`src/rtl/prot_fb_latch.sv`:
```
module prot_fb_latch #(
  parameter int AW = 16,
  parameter int DW = 8,
  parameter logic [AW-1:0] WR_MASK = 16'hFF00,
  parameter logic [AW-1:0] WR_BASE = 16'h5100,
  parameter logic [AW-1:0] RD_MASK = 16'hF300,
  parameter logic [AW-1:0] RD_BASE = 16'h5100,
  parameter int E_BIT = 0,
  parameter int F_BIT = 2
) (
  input  logic          clk,
  input  logic          rst_n,
  input  logic [AW-1:0] cpu_addr,
  input  logic [DW-1:0] cpu_wdata,
  input  logic          cpu_wr,
  input  logic          cpu_rd,
  output logic [DW-1:0] cpu_rdata,
  output logic          cpu_rdata_oe
);

  logic e_q, f_q;
  logic wr_hit, rd_hit, fall;

  assign wr_hit = cpu_wr && ((cpu_addr & WR_MASK) == WR_BASE);
  assign rd_hit = cpu_rd && ((cpu_addr & RD_MASK) == RD_BASE);
  assign fall   = e_q && !cpu_wdata[E_BIT];

  always_ff @(posedge clk) begin
    if (!rst_n) begin
      e_q <= 1'b0;
      f_q <= 1'b0;
    end else if (wr_hit) begin
      e_q <= cpu_wdata[E_BIT];
      if (!cpu_addr[0])
        f_q <= cpu_wdata[F_BIT];
      else if (fall)
        f_q <= !f_q;
    end
  end

  always_comb begin
    cpu_rdata = '0;
    if (rd_hit) cpu_rdata[F_BIT] = !f_q;
  end
  assign cpu_rdata_oe = rd_hit;

  assert_miss_R2: assert property (@(posedge clk) disable iff (!rst_n)
    !wr_hit |=> $stable(f_q) && $stable(e_q));

  assert_direct_R3: assert property (@(posedge clk) disable iff (!rst_n)
    wr_hit && !cpu_addr[0] |=> f_q == $past(cpu_wdata[F_BIT]) && e_q == $past(cpu_wdata[E_BIT]));

  assert_toggle_R4: assert property (@(posedge clk) disable iff (!rst_n)
    wr_hit && cpu_addr[0] && e_q && !cpu_wdata[E_BIT] |=> f_q != $past(f_q));

  assert_hold_R5: assert property (@(posedge clk) disable iff (!rst_n)
    wr_hit && cpu_addr[0] && !(e_q && !cpu_wdata[E_BIT]) |=> $stable(f_q));

  assert_quiet_R7: assert property (@(posedge clk) disable iff (!rst_n)
    !cpu_rdata_oe |-> cpu_rdata == '0);

endmodule

```
`config.mk`:
```
export PLATFORM = sky130hd
export DESIGN_NAME = prot_fb_latch
export DESIGN_NICKNAME = d
export VERILOG_FILES = /design/src/rtl/prot_fb_latch.sv
export SDC_FILE = /design/constraint.sdc
export NUM_CORES = 1
export LEC_CHECK = 0
export BUFFER_PORTS_ARGS = -buffer_cell sky130_fd_sc_hd__clkbuf_2
export CAP_MARGIN = 40
export CORE_AREA = 2 2 39 41
export CTS_BUF_LIST = sky130_fd_sc_hd__clkbuf_16
export DETAILED_ROUTE_END_ITERATION = 10
export DIE_AREA = 0 0 41 43
export GPL_ROUTABILITY_DRIVEN = 1
export GPL_TIMING_DRIVEN = 0
export PLACE_DENSITY = 0.6
export RECOVER_POWER = 50
export SETUP_SLACK_MARGIN = 0.3
export SLEW_MARGIN = 20
export SYNTH_ARGS = -nofsm -noshare
export SYNTH_HDL_FRONTEND = slang
export SYNTH_SLANG_ARGS = --single-unit
```
`constraint.sdc`:
```
create_clock -name clk -period 1.54 [get_ports clk]
set_input_delay 0.308 -clock clk [delete_from_list [all_inputs] [get_ports clk]]
set_output_delay 0.308 -clock clk [all_outputs]
set_load 0.05 [all_outputs]
```
# After elaboration in Yosys (flattened, before gate mapping)
# Index checks and enable logic that the tools add are counted.
dict set report word_totals {
  word_cells 14
  output_inout_bits 9
  ff_bits 2
}
dict set report classes {
  n_reduce_logical 6
  eq_ne 3
  mux 3
}
# op n
set ops {}
lappend ops {{== test 8 x 7 -> 1 bit, second input constant} 1}
lappend ops {{== test 6 x 5 -> 1 bit, second input constant} 1}
lappend ops {{logical AND 1 bit} 3}
lappend ops {{two-way mux 1 bit} 3}
lappend ops {{zero test 1 bit} 2}
lappend ops {{!= test 2 x 1 -> 1 bit, second input constant} 1}
lappend ops {{AND reduction 2 bit} 1}

# Logic depth before layout (Yosys ltp)
dict set report logic_depth {
  word_depth 4
  mapped_depth 3
  depth_no_buf 3
}

# Worst setup path after synthesis
# OpenSTA, ideal clock, no wires.
dict set report synth_path {
  kind {input to output}
  startpoint {input cpu_addr[13]}
  endpoint {output cpu_rdata[2]}
  path_stages 3
  required_ns 1.232
  arrival_ns 1.186
  slack_ns 0.046
  path_cell_list {nand4bb_2 > nor2_1 > and3b_1}
}
dict set report synth_via {
  elab_chain_len 3
}
# element line_no
set synth_rtl {}
lappend synth_rtl {{from (decl)} 13} ;# input logic [AW-1:0] cpu_addr,
lappend synth_rtl {{== test 6 x 5 -> 1 bit} 25} ;# assign rd_hit = cpu_rd && ((cpu_addr & RD_MASK) == RD_BASE);
lappend synth_rtl {{logical AND 1 bit} 25}
lappend synth_rtl {{two-way mux 1 bit} 43} ;# if (rd_hit) cpu_rdata[F_BIT] = !f_q;
lappend synth_rtl {{to (decl)} 17} ;# output logic [DW-1:0] cpu_rdata,
# Every way passes these cells.

# Worst setup path after layout
dict set report layout_path {
  startpoint {input cpu_addr[9]}
  endpoint {output cpu_rdata[2]}
}
# Same word-level chain as after synthesis.

==> impl_metrics.tcl <==
set metrics [dict create \
    status "completed" \
    ant_nets 0 \
    cts_hold_buf 0 \
    portBuffers 16 \
    syn-cell-area_um2 238 \
    grt_first_pass_wirelength_um 897 \
    start_kind "input port" \
    synth_cell_type_count 17 \
    area_growth_pct 106 \
    numClockSinks 2 \
    antenna_cells 0 \
    wl_um 606 \
    crit_type "input port to primary output" \
    p_leak_nw 0.240 \
    fin_skew_ns 0.00154 \
    avgSynthCellArea_um2 9.14 \
    synth_seq_cells 2 \
    cts_tree "yes" \
    layout_commonest_cell "clkbuf_2" \
    pwr_density_cell_nw_per_um2 1090 \
    wire_per_inst_um 8.91 \
    placed_cells 64 \
    root_buffer "clkbuf_16" \
    fmax_mhz 720 \
    place.gp.congestion 0.564 \
    clkTransAtPathRegs_ns 0.03 \
    final_core_utilization 0.354 \
    hp-class "input port to flip-flop" \
    rsz0062_at_grt "true" \
    cts_buffer_depth 2 \
    cp_data_arrival_time_ns 1.08 \
    hold_viol_final 0 \
    drc_errors 0 \
    start_util 0.172 \
    end_kind "primary output" \
    drv_cap 0 \
    worst_ep_required_time_ns 1.23 \
    h-tree-depth 1 \
    ys_seq_area_frac 0.168 \
    maxSlewViolCount 0 \
    fin_nets 82 \
    antenna_found_initial 0 \
    layout_setup_ws_ns 0.152 \
    place_area_um2 374 \
    cts_made_buffers 3 \
    drive_gt1_frac 0.673 \
    grt_remaining_overflow 0 \
    dp_worst_setup_slack_ns -0.00782 \
    yosysWarnings 0 \
    die_h_um 43 \
    final_cell_mix "clkbuf_2, buf_4, conb_1" \
    fp.dieW_um 41 \
    rows 14 \
    clkLatencyLatePin_ns 0.22 \
    dieArea_um2 1760 \
    worstPathMaxFanout 2 \
    grt_usage 0.0873 \
    period_share 0.901 \
    peakVddDrop_uv 389 \
    pin_count 37 \
    grt_pass1_vias 229 \
    fin_cells 68 \
    fin_crit_ns 1.39 \
    setup_violations 0 \
    vias 245 \
    coreArea_um2 1380 \
    grt_max_degree 5 \
    via_per_inst 3.60 \
    synthCells 26 \
    finalInstanceArea_um2 489 \
    firstDrtPassIters 1 \
    drtIter0Drc 0 \
]
==> metal layers <==
| layer | part of all wire | vias up | GRT usage |
|---|---|---|---|
| met1 | 0.30 | 97 | 0.0577 |
| met3 | 0.10 | 4 | 0.0681 |
| li1 | - | 131 | - |
| met2 | 0.56 | 13 | 0.138 |
| met5 | 0 | - | 0 |
| met4 | 0.038 | 0 | 0.0800 |
==> worst max-delay path: stages <==
cell and delay (ns):
clkbuf_2 0.08, nand4bb_4 0.23, nor2_4 0.10, and3b_2 0.20, clkbuf_16 0.16
==> stage by stage <==
stage / hold slack (ns) / setup TNS [ns] / total power, mW
2_1_floorplan: 0.443 / 0 / 0.118
3_3_place_gp: 0.458 / -0.00545 / 0.140
3_5_place_dp: 0.463 / -0.00782 / 0.141
4_1_cts: 0.335 / 0 / 0.541
6_report: 0.355 / 0 / 0.536
5_1_grt: 0.366 / 0 / 0.558
==> synthesized netlist by cell type <==
cell,count,area share
mux2i_1,1,0.042
nor2b_1,2,0.053
a2111oi_4,1,0.12
conb_1,1,0.016
o311ai_0,1,0.037
nand2b_1,1,0.026
nand2_1,2,0.032
o21ai_0,1,0.021
nand4bb_2,1,0.068
buf_4,7,0.22
dfxtp_1,2,0.17
and2_1,1,0.026
nor2_1,1,0.016
and3b_1,1,0.037
o41ai_1,1,0.037
or2b_2,1,0.037
or3b_4,1,0.047
==> repair_timing <==
item / CTS / global route
pin swaps: 3 / 2
gates cloned: 0 / 0
resized for setup: 8 / 6
setup buffers: 1 / 0
setup endpoints to repair: 3 / 4
==> final timing paths <==
| path | from | end | slack, ns | depth (start not counted) |
|---|---|---|---|---|
| max reg2reg | e_q | f_q | 0.23 | 3 |
| max | cpu_addr[9] | cpu_rdata[2] | 0.15 | 5 |
| min | cpu_wdata[0] | e_q | 0.35 | 3 |
| min reg2reg | f_q | f_q | 0.47 | 2 |
==> final cells by class <==
| type | count | area (um2) |
|---|---|---|
| Fill cell | 142 | 895 |
| Multi-Input combinational cell | 23 | 183 |
| Timing Repair Buffer | 17 | 118 |
| Clock buffer | 3 | 75.1 |
| Buffer | 7 | 52.6 |
| Sequential cell | 2 | 41.3 |
| Tap cell | 16 | 20.0 |
==> sequential cells by signal (all words and copies together), names as in the netlist <==
name / flops
f_q: 1
e_q: 1
==> logic make-up (layout without fill, tap and decap cells) <==
group                  count (synthesis)  count (layout)  synth area share
and+or+nand+nor                       11              11             0.342
buffers and inverters                  7              27             0.221
AOI/OAI and AO/OA                      4               4             0.211
DFF                                    2               2             0.168
other                                  1               7            0.0158
muxes                                  1               1            0.0421
==> report_power, final <==
group          internal (mW)  switching, mW  leakage (nW)  total (mW)
logic                 0.0364         0.0556         0.186      0.0920
registers             0.0523      0.0000238        0.0166      0.0523
clock network          0.330         0.0608        0.0370       0.391
total                  0.419          0.116         0.240       0.536
Power figures use the tool's default switching activity.
